===== config.mk =====
export PLATFORM = sky130hd
export DESIGN_NAME = seg_addr_decoder
export DESIGN_NICKNAME = d
export VERILOG_FILES = /design/src/rtl/sad_pkg.sv /design/src/rtl/sad_region_match.sv /design/src/rtl/sad_isolation_ctl.sv /design/src/rtl/seg_addr_decoder.sv
export SDC_FILE = /design/constraint.sdc
export NUM_CORES = 1
export LEC_CHECK = 0
export CAP_MARGIN = 20
export CORE_UTILIZATION = 22
export DETAILED_ROUTE_END_ITERATION = 8
export MAX_ROUTING_LAYER = met4
export PLACE_DENSITY = 0.89
export SLEW_MARGIN = 15
export SYNTH_ARGS = -nofsm -noshare
export SYNTH_HDL_FRONTEND = slang
export SYNTH_SLANG_ARGS = --single-unit

===== constraint.sdc =====
create_clock -name clk -period 2.6 [get_ports clk]
set_input_delay 0.39 -clock clk [delete_from_list [all_inputs] [get_ports clk]]
set_output_delay 0.39 -clock clk [all_outputs]
set_load 0.02 [all_outputs]

===== src/rtl/sad_pkg.sv =====
package sad_pkg;

    // Bus geometry
    localparam int ADDR_W       = 32;
    localparam int DATA_W       = 32;
    localparam int PAGE_LOG2    = 12;
    localparam int RAM_LOG2     = 21;
    localparam int RAM_WIN_LOG2 = 23;
    localparam int ROM_LOG2     = 19;
    localparam int OFF_W        = RAM_LOG2;

    // Widths of the compared upper address slices
    localparam int RAM_MW = ADDR_W - RAM_WIN_LOG2;
    localparam int ROM_MW = ADDR_W - ROM_LOG2;
    localparam int PG_MW  = ADDR_W - PAGE_LOG2;

    // Mirror counts
    localparam int RAM_NB  = 3;
    localparam int ROM_NB  = 2;
    localparam int SPAD_NB = 2;
    localparam int IO_NB   = 3;
    localparam int CC_NB   = 1;

    localparam logic [ADDR_W-1:0] CCTL_ADDR = 32'hFFFE_0130;
    localparam logic [PAGE_LOG2-1:0] CCTL_OFF = CCTL_ADDR[PAGE_LOG2-1:0];

    localparam logic [RAM_NB-1:0][RAM_MW-1:0] RAM_BASES = {
        RAM_MW'(32'hA000_0000 >> RAM_WIN_LOG2),
        RAM_MW'(32'h8000_0000 >> RAM_WIN_LOG2),
        RAM_MW'(32'h0000_0000 >> RAM_WIN_LOG2)
    };
    localparam logic [ROM_NB-1:0][ROM_MW-1:0] ROM_BASES = {
        ROM_MW'(32'hBFC0_0000 >> ROM_LOG2),
        ROM_MW'(32'h1FC0_0000 >> ROM_LOG2)
    };
    localparam logic [SPAD_NB-1:0][PG_MW-1:0] SPAD_BASES = {
        PG_MW'(32'h9F80_0000 >> PAGE_LOG2),
        PG_MW'(32'h1F80_0000 >> PAGE_LOG2)
    };
    localparam logic [IO_NB-1:0][PG_MW-1:0] IO_BASES = {
        PG_MW'(32'hBF80_1000 >> PAGE_LOG2),
        PG_MW'(32'h9F80_1000 >> PAGE_LOG2),
        PG_MW'(32'h1F80_1000 >> PAGE_LOG2)
    };
    localparam logic [CC_NB-1:0][PG_MW-1:0] CC_BASES = {
        PG_MW'(CCTL_ADDR >> PAGE_LOG2)
    };

    typedef enum logic [2:0] {
        TGT_NONE = 3'd0,
        TGT_RAM  = 3'd1,
        TGT_ROM  = 3'd2,
        TGT_SPAD = 3'd3,
        TGT_IO   = 3'd4,
        TGT_CCTL = 3'd5
    } tgt_e;

    typedef enum logic [1:0] {
        CC_KEEP    = 2'd0,
        CC_ISOLATE = 2'd1,
        CC_RELEASE = 2'd2
    } cc_act_e;

    typedef struct packed {
        tgt_e             tgt;
        logic [OFF_W-1:0] off;
        logic             exact_ctl;
    } dec_t;

    // Map a control-register write value to its effect on isolation
    function automatic cc_act_e cc_classify(input logic [DATA_W-1:0] v);
        cc_act_e a;
        case (v)
            32'h0000_0800, 32'h0000_0804: a = CC_ISOLATE;
            32'h0000_0000, 32'h0001_E988: a = CC_RELEASE;
            default:                      a = CC_KEEP;
        endcase
        return a;
    endfunction

endpackage


===== src/rtl/sad_region_match.sv =====
module sad_region_match #(
    parameter int NB = 1,
    parameter int MW = 20,
    parameter int LW = 12,
    parameter int OW = 21,
    parameter logic [NB-1:0][MW-1:0] BASES = '0
) (
    input  logic [sad_pkg::ADDR_W-1:0] addr,
    output logic                       hit,
    output logic [OW-1:0]              off
);
    localparam int AW = sad_pkg::ADDR_W;

    logic [NB-1:0] hit_vec;

    for (genvar g = 0; g < NB; g++) begin : g_mirror
        assign hit_vec[g] = (addr[AW-1 -: MW] == BASES[g]);
    end

    assign hit = |hit_vec;
    assign off = OW'(addr[LW-1:0]);

    logic unused_addr;
    assign unused_addr = ^addr;
endmodule


===== src/rtl/sad_isolation_ctl.sv =====
module sad_isolation_ctl
    import sad_pkg::*;
(
    input  logic              clk,
    input  logic              rst,
    input  logic              ctl_wr,
    input  logic [DATA_W-1:0] ctl_data,
    output logic              isolated
);
    cc_act_e act;

    always_comb begin
        act = ctl_wr ? cc_classify(ctl_data) : CC_KEEP;
    end

    always_ff @(posedge clk) begin
        if (rst) begin
            isolated <= 1'b0;
        end else begin
            case (act)
                CC_ISOLATE: isolated <= 1'b1;
                CC_RELEASE: isolated <= 1'b0;
                default:    isolated <= isolated;
            endcase
        end
    end
endmodule


===== src/rtl/seg_addr_decoder.sv =====
module seg_addr_decoder
    import sad_pkg::*;
(
    input  logic              clk,
    input  logic              rst,
    input  logic              req_valid,
    input  logic              req_we,
    input  logic [ADDR_W-1:0] req_addr,
    input  logic [DATA_W-1:0] req_wdata,
    output logic [2:0]        tgt_code,
    output logic              sel_ram,
    output logic              sel_rom,
    output logic              sel_spad,
    output logic              sel_io,
    output logic [OFF_W-1:0]  local_off,
    output logic              rd_zero,
    output logic              wr_drop,
    output logic              ram_wr_isolated
);
    logic             ram_hit, rom_hit, spad_hit, io_hit, cc_hit;
    logic [OFF_W-1:0] ram_off, rom_off, spad_off, io_off, cc_off;
    dec_t             dec;
    logic             is_rd, is_wr, ctl_wr, iso_q;

    sad_region_match #(.NB(RAM_NB), .MW(RAM_MW), .LW(RAM_LOG2), .OW(OFF_W),
                       .BASES(RAM_BASES))
        u_ram  (.addr(req_addr), .hit(ram_hit),  .off(ram_off));
    sad_region_match #(.NB(ROM_NB), .MW(ROM_MW), .LW(ROM_LOG2), .OW(OFF_W),
                       .BASES(ROM_BASES))
        u_rom  (.addr(req_addr), .hit(rom_hit),  .off(rom_off));
    sad_region_match #(.NB(SPAD_NB), .MW(PG_MW), .LW(PAGE_LOG2), .OW(OFF_W),
                       .BASES(SPAD_BASES))
        u_spad (.addr(req_addr), .hit(spad_hit), .off(spad_off));
    sad_region_match #(.NB(IO_NB), .MW(PG_MW), .LW(PAGE_LOG2), .OW(OFF_W),
                       .BASES(IO_BASES))
        u_io   (.addr(req_addr), .hit(io_hit),   .off(io_off));
    sad_region_match #(.NB(CC_NB), .MW(PG_MW), .LW(PAGE_LOG2), .OW(OFF_W),
                       .BASES(CC_BASES))
        u_cc   (.addr(req_addr), .hit(cc_hit),   .off(cc_off));

    // Windows are disjoint, so the order below only fixes a structure
    always_comb begin
        dec = '{tgt: TGT_NONE, off: '0, exact_ctl: 1'b0};
        if (ram_hit) begin
            dec.tgt = TGT_RAM;
            dec.off = ram_off;
        end else if (rom_hit) begin
            dec.tgt = TGT_ROM;
            dec.off = rom_off;
        end else if (spad_hit) begin
            dec.tgt = TGT_SPAD;
            dec.off = spad_off;
        end else if (io_hit) begin
            dec.tgt = TGT_IO;
            dec.off = io_off;
        end else if (cc_hit) begin
            dec.tgt       = TGT_CCTL;
            dec.exact_ctl = (cc_off[PAGE_LOG2-1:0] == CCTL_OFF);
        end
    end

    assign is_rd  = req_valid & ~req_we;
    assign is_wr  = req_valid &  req_we;
    assign ctl_wr = is_wr & (dec.tgt == TGT_CCTL) & dec.exact_ctl;

    sad_isolation_ctl u_iso (
        .clk      (clk),
        .rst      (rst),
        .ctl_wr   (ctl_wr),
        .ctl_data (req_wdata),
        .isolated (iso_q)
    );

    always_comb begin
        sel_ram  = req_valid & (dec.tgt == TGT_RAM) & ~(req_we & iso_q);
        sel_rom  = is_rd & (dec.tgt == TGT_ROM);
        sel_spad = req_valid & (dec.tgt == TGT_SPAD);
        sel_io   = req_valid & (dec.tgt == TGT_IO);
        rd_zero  = is_rd & ((dec.tgt == TGT_NONE) | (dec.tgt == TGT_CCTL));
        wr_drop  = is_wr & ((dec.tgt == TGT_NONE)
                          | (dec.tgt == TGT_ROM)
                          | ((dec.tgt == TGT_RAM) & iso_q)
                          | ((dec.tgt == TGT_CCTL) & ~dec.exact_ctl));
    end

    assign tgt_code        = dec.tgt;
    assign local_off       = dec.off;
    assign ram_wr_isolated = iso_q;
endmodule


Word-level counts from Yosys, hierarchy flattened --
Cells that the tools add are included.
Storage, ports and cells: logic and storage cells 67, register bits after elaboration 1
Operators by class: equality and inequality tests 21, multiplexer cells 14, reduce and logical (&&, ||, !) cells 10, bitwise operators 21
Operators with widths (count):
- 20-bit == test, second input constant | 4
- 24-bit two-way mux | 3
- 32-bit by 12-bit == test with 1-bit output, second input constant | 2
- 20-bit by 17-bit == test with 1-bit output, second input constant | 2
- 32-bit by 17-bit == test with 1-bit output, second input constant | 1
- 32-bit logical NOT | 1
- 9-bit == test, second input constant | 2
- 1-bit AND | 14
- 13-bit by 10-bit == test with 1-bit output, second input constant | 1
- 13-bit == test, second input constant | 1
- 12-bit by 9-bit == test with 1-bit output, second input constant | 1
- 12-bit two-way mux | 1
- 9-bit logical NOT | 1
- 2-bit OR reduction | 4
- 3-bit by 2-bit == test with 1-bit output, second input constant | 2
- 3-bit == test, second input constant | 2
- 3-bit two-way mux | 2
- 3-bit OR reduction | 2
- 1-bit two-way mux | 5
- 1-bit bitwise OR | 4
- 2-bit case mux with 2 select lines | 1
- 3-bit by 1-bit == test with 1-bit output, second input constant | 1
- 3-bit logical NOT | 1
- 1-bit NOT | 3
- 5 further kinds | 5

Longest topological paths before layout --
depth after elaboration 12, mapped depth 9, gate-level depth less buffers 9

By module --
From an unflattened synthesis, not the netlist that was laid out.
Second synthesis, totals: cell total of the unflattened synthesis 290, area, all modules 2050.7 µm²
Modules (own cells, without submodules):
- seg_addr_decoder | instances 1, sequential area each 0.0 µm², area each 819.5 µm², cells each 128
- sad_region_match at u_spad | instances 1, sequential area each 0.0 µm², area each 230.2 µm², cells each 28
- sad_region_match at u_io | instances 1, sequential area each 0.0 µm², area each 225.2 µm², cells each 29
- sad_region_match at u_cc | instances 1, sequential area each 0.0 µm², area each 217.7 µm², cells each 29
- sad_region_match at u_rom | instances 1, sequential area each 0.0 µm², area each 209.0 µm², cells each 27
- sad_region_match at u_ram | instances 1, sequential area each 0.0 µm², area each 181.4 µm², cells each 25
- sad_isolation_ctl | instances 1, sequential area each 20.0 µm², area each 167.7 µm², cells each 24

Worst setup path after synthesis --
No wires, ideal clock.
path kind input to output, start point in req_addr[13], end point out local_off[10], slack 0.115 ns, data required time 2.210 ns, stages on the path 6, path buffers 1, arrival time 2.095 ns, path through or4b_4 > nor2_2 > or4b_4 > o221a_4 > buf_6 > nor2b_1
Between the ends: cells in the longest elaborated chain, start to end 6, elaborated cells on any way between the ends 11, classes of those cells eq/ne: 5; mux: 4; reduce/logical: 2
Ends and longest elaborated chain:
- start: declaration | line seg_addr_decoder.sv:8 | input logic [ADDR_W-1:0] req_addr,
- 20-bit by 17-bit == test with 1-bit output / 20-bit == test (equally long branches) | line sad_region_match.sv:17 | assign hit_vec[g] = (addr[AW-1 -: MW] == BASES[g]);
- 3-bit OR reduction | line sad_region_match.sv:20 | assign hit = |hit_vec;
- 12-bit two-way mux | line seg_addr_decoder.sv:53 | end else if (io_hit) begin
- 24-bit two-way mux * | line seg_addr_decoder.sv:50 | end else if (spad_hit) begin
- 24-bit two-way mux * | line seg_addr_decoder.sv:47 | end else if (rom_hit) begin
- 24-bit two-way mux * | line seg_addr_decoder.sv:44 | if (ram_hit) begin
- end: declaration | line seg_addr_decoder.sv:15 | output logic [OFF_W-1:0] local_off,
Every way passes the cells marked *; elsewhere a longest branch is shown, timed or not.

Final worst setup path --
start point in req_addr[13], end point out wr_drop
Between the ends: cells in the longest elaborated chain, start to end 11, elaborated cells on any way between the ends 29, classes of those cells eq/ne: 9; mux: 10; bitwise: 7; reduce/logical: 3
Ends and longest elaborated chain:
- 20-bit by 17-bit == test with 1-bit output / 20-bit == test (equally long branches) | line sad_region_match.sv:17
- 3-bit OR reduction / 3-bit two-way mux (equally long branches) | line sad_region_match.sv:20, seg_addr_decoder.sv:56
- 3-bit two-way mux | line seg_addr_decoder.sv:53
- 24-bit two-way mux | line seg_addr_decoder.sv:50
- 24-bit two-way mux | line seg_addr_decoder.sv:47
- 24-bit two-way mux | line seg_addr_decoder.sv:44
- 3-bit by 2-bit == test with 1-bit output (tied with other cells) | line seg_addr_decoder.sv:81 | | (dec.tgt == TGT_ROM)
- 1-bit bitwise OR / 1-bit AND (equally long branches) | line seg_addr_decoder.sv:81, seg_addr_decoder.sv:82
- 1-bit bitwise OR | line seg_addr_decoder.sv:82 | | ((dec.tgt == TGT_RAM) & iso_q)
- 1-bit bitwise OR * | line seg_addr_decoder.sv:83 | | ((dec.tgt == TGT_CCTL) & ~dec.exact_ctl));
- 1-bit AND * | line seg_addr_decoder.sv:80 | wr_drop = is_wr & ((dec.tgt == TGT_NONE)
- end: declaration | line seg_addr_decoder.sv:17 | output logic wr_drop,
Marked as above.

==> impl_metrics.ini <==
[run_status]
status = complete, no violations

[logic_synthesis]
synth.net_count = 165
syn_inst = 96
yosys_warnings = 0
ys_ff_latch = 1
synth_area_per_cell_sq_um = 6.452
yosysUniqueCellTypes = 30
ys_seq_area_share_pct = 3.232
synth.cell_area_sq_um = 619.3

[drt]
drc_errors = 0
drt_first_pass_iters = 4
vias = 1274
routed_wl_mm = 3.818
first_iter_violations = 4
vias_per_cell = 5.158
ant_nets = 0
wl_per_cell_um = 15.46

[place]
portBuffers = 98
place_inst = 241
globalplace.congestion = 0.8481
dpl.hpwl_mm = 3.051

[global_route]
grt_pass1_vias = 1188
overflow = 0
grt_use_total_pct = 23.80
antenna_found_initial = 0
grt_max_degree = 8
grt_pass1_wl_mm = 5.057

[worst_hold_path]
whs_path_depth = 2
hold_path_end = u_iso.isolated$_SDFFE_PP0P_
hp-start = u_iso.isolated$_SDFFE_PP0P_
min_path_type = register to register

[die]
row_count = 18
coreArea_sq_um = 2567
io_pins = 99
die_x_um = 55.06
die_h_um = 55.06
start_util_pct = 24.12
dieArea_sq_um = 3032

[critical_path]
r2r_cells = 2
r2r_start = u_iso.isolated$_SDFFE_PP0P_
cp_top_family = simple AND/OR/NAND/NOR gates
cp_slowest_cell = or4b_4
cpPeakStageDelay_ps = 570
path_buf_inv = 2
path_common_cell = or4b_4
crit_path_end_kind = primary output
critPathLaunchType = input port
worstPathArrival_ps = 2200
path_cells = buf_2 > or4b_4 > nor2_4 > or4b_4 > o221a_4 > a21o_1 > buf_6
timing.rr.end = u_iso.isolated$_SDFFE_PP0P_
reg2reg_slack_ps = 1980
critPathKind = input port to primary output
critPathRequiredTime_ps = 2210
cp_max_fo = 7

[job]
cap_viol_max_count = 0

[sta]
min_period_over_period_pct = 99.72
clock.fmax_mhz = 385.7
finalCriticalPeriod_ps = 2593
fin_skew_ps = 0
worstMarginPinSlew_ps = 377.9
rsz0062_at_grt = true
worst_hold_slack_ps = 560.1
slew_headroom_pct = 74.57
setup_viol = 0
drv_slew = 0
finalHoldViolCount = 0

[pwr]
peakVddDrop_mv = 0.1023
p_sw_mw = 0.05608
p_clk_share_pct = 0
p_comb_share_pct = 91.5
intPower_mw = 0.1272
total_power_mw = 0.1833
seq_power_share_pct = 8.5
sw_frac_of_total_pct = 30.59
power_density_nw_per_um2 = 100.9
leakagePower_nw = 0.8220

[finish]
reg_top3 = u_iso.isolated (1)
layout.cells.non_filler = 247
fillers = 225
fin_util_pct = 70.76
nets = 288
antenna_cells = 0
top_register = u_iso.isolated
area.growth.synth_to_final_pct = 193.3
drive_gt1_share_pct = 30.41
largest_reg_flops = 1

[clock_network]
clock_latency_ps = 0
hold_buffers = 0
clk_pin_slew_worst_paths_ps = 0
==> routing by layer <==
layer	up-vias	wire length (um)	track usage, %
li1	619	-	-
met1	588	1343	24.24
met2	57	2141	48.59
met3	10	233	0.8197
met4	0	100	6.250
met5	-	0	-
==> synth_stat cells <==
library cell | number | area, sq um
or3_1 | 2 | 12.51
and4b_1 | 1 | 10.01
or4_1 | 1 | 7.510
and2_1 | 9 | 56.30
nor3b_1 | 2 | 15.01
nand2b_1 | 4 | 25.02
inv_1 | 3 | 11.26
nor2_1 | 5 | 18.77
buf_6 | 1 | 11.26
a21oi_1 | 3 | 15.01
nand2_1 | 7 | 26.28
nor4_1 | 10 | 62.56
nand3b_1 | 1 | 7.510
ha_1 | 1 | 12.51
nand3_1 | 8 | 40.04
o21a_1 | 1 | 7.510
a2111oi_0 | 1 | 8.760
a21o_1 | 1 | 7.510
nor4b_1 | 3 | 26.28
nor2_2 | 1 | 6.260
and3_1 | 2 | 12.51
nor3_1 | 7 | 35.03
o21ai_0 | 1 | 5.000
nor2b_1 | 12 | 75.07
o221a_4 | 1 | 20.02
nand4_1 | 3 | 18.77
dfxtp_1 | 1 | 20.02
a41oi_1 | 1 | 8.760
or4b_4 | 2 | 27.53
and4_1 | 1 | 8.760
==> final cells by class <==
type | count | area, sq um | share of cell area (%)
tap | 30 | 37.54 | 2.066
sequential | 1 | 20.02 | 1.102
multi-input combinational | 92 | 690.7 | 38.02
inverter | 3 | 11.26 | 0.6198
timing repair buffer | 121 | 1057 | 58.20
==> cells in the final DEF, fill, tap and decap left out, types with 2 or more instances in the layout <==
master,n
clkdlybuf4s50_1,52
buf_4,30
dlygate4sd2_1,20
buf_2,11
nor2b_1,10
and2_1,9
nor4_1,8
nand3_1,8
nand2_1,7
nand2b_1,4
nor2_1,4
nor3_1,4
nand4_1,3
inv_1,3
nor4b_2,3
dlymetal6s2s_1,3
nor4_2,2
or4b_4,2
nor2_4,2
nor3_4,2
and3_1,2
a21oi_1,2
o221a_4,2
nor2b_2,2
buf_6,2
clkbuf_2,2
==> timing repair <==
action | in CTS | in global routing
setup buffers | 4 | 1
cloned | 1 | 0
pin swaps | 9 | 12
endpoints found under the setup margin | 31 | 19
gates resized for setup | 119 | 27
==> power by group through the flow <==
| stage | clock [mW] | sequential, mW | combinational (mW) |
|---|---|---|---|
| final | 0 | 0.0157 | 0.168 |
| after floorplan | 0 | 0.0157 | 0.0251 |
| after global routing | 0 | 0.0157 | 0.177 |
| after CTS | 0 | 0.0157 | 0.160 |
| after global placement | 0 | 0.0157 | 0.159 |
| after detailed placement | 0 | 0.0157 | 0.164 |
==> cells by family after synthesis <==
family / Yosys count / share of synthesized area (%)
compound gates: 9 / 11.72
fa+ha+maj: 1 / 2.020
buf+inv: 4 / 3.636
flops: 1 / 3.232
simple gates: 81 / 79.40
==> stage by stage <==
stage	worst slack [ps]	setup TNS (ps)	cell area (sq um)
floorplan	115.1	0	619.3
global placement	-641.7	-13830	1762
detailed placement	-741.2	-15830	1762
CTS	5.825	0	1744
global route	-114.6	-141.3	1817
finish	7.278	0	1817
==> worst max path at each step <==
stage | slack [ps] | cells past startpoint | start | end
floorplan | 120 | 6 | req_addr[13] | local_off[10]
detailed placement | -740 | 7 | req_addr[13] | local_off[1]
CTS | 6 | 7 | req_addr[28] | wr_drop
global placement | -640 | 7 | req_addr[28] | local_off[10]
global route | -110 | 9 | req_wdata[15] | u_iso.isolated$_SDFFE_PP0P_
finish | 7 | 7 | req_addr[13] | wr_drop
==> tightest hold or removal path: cells and delay by family, from the launching register on <==
kind	cells	cell delay, ps
DFF	1	370
and+or+nand+nor	1	70
AOI/OAI and AO/OA	1	70
Note: power is estimated with default switching activity, not from simulation.
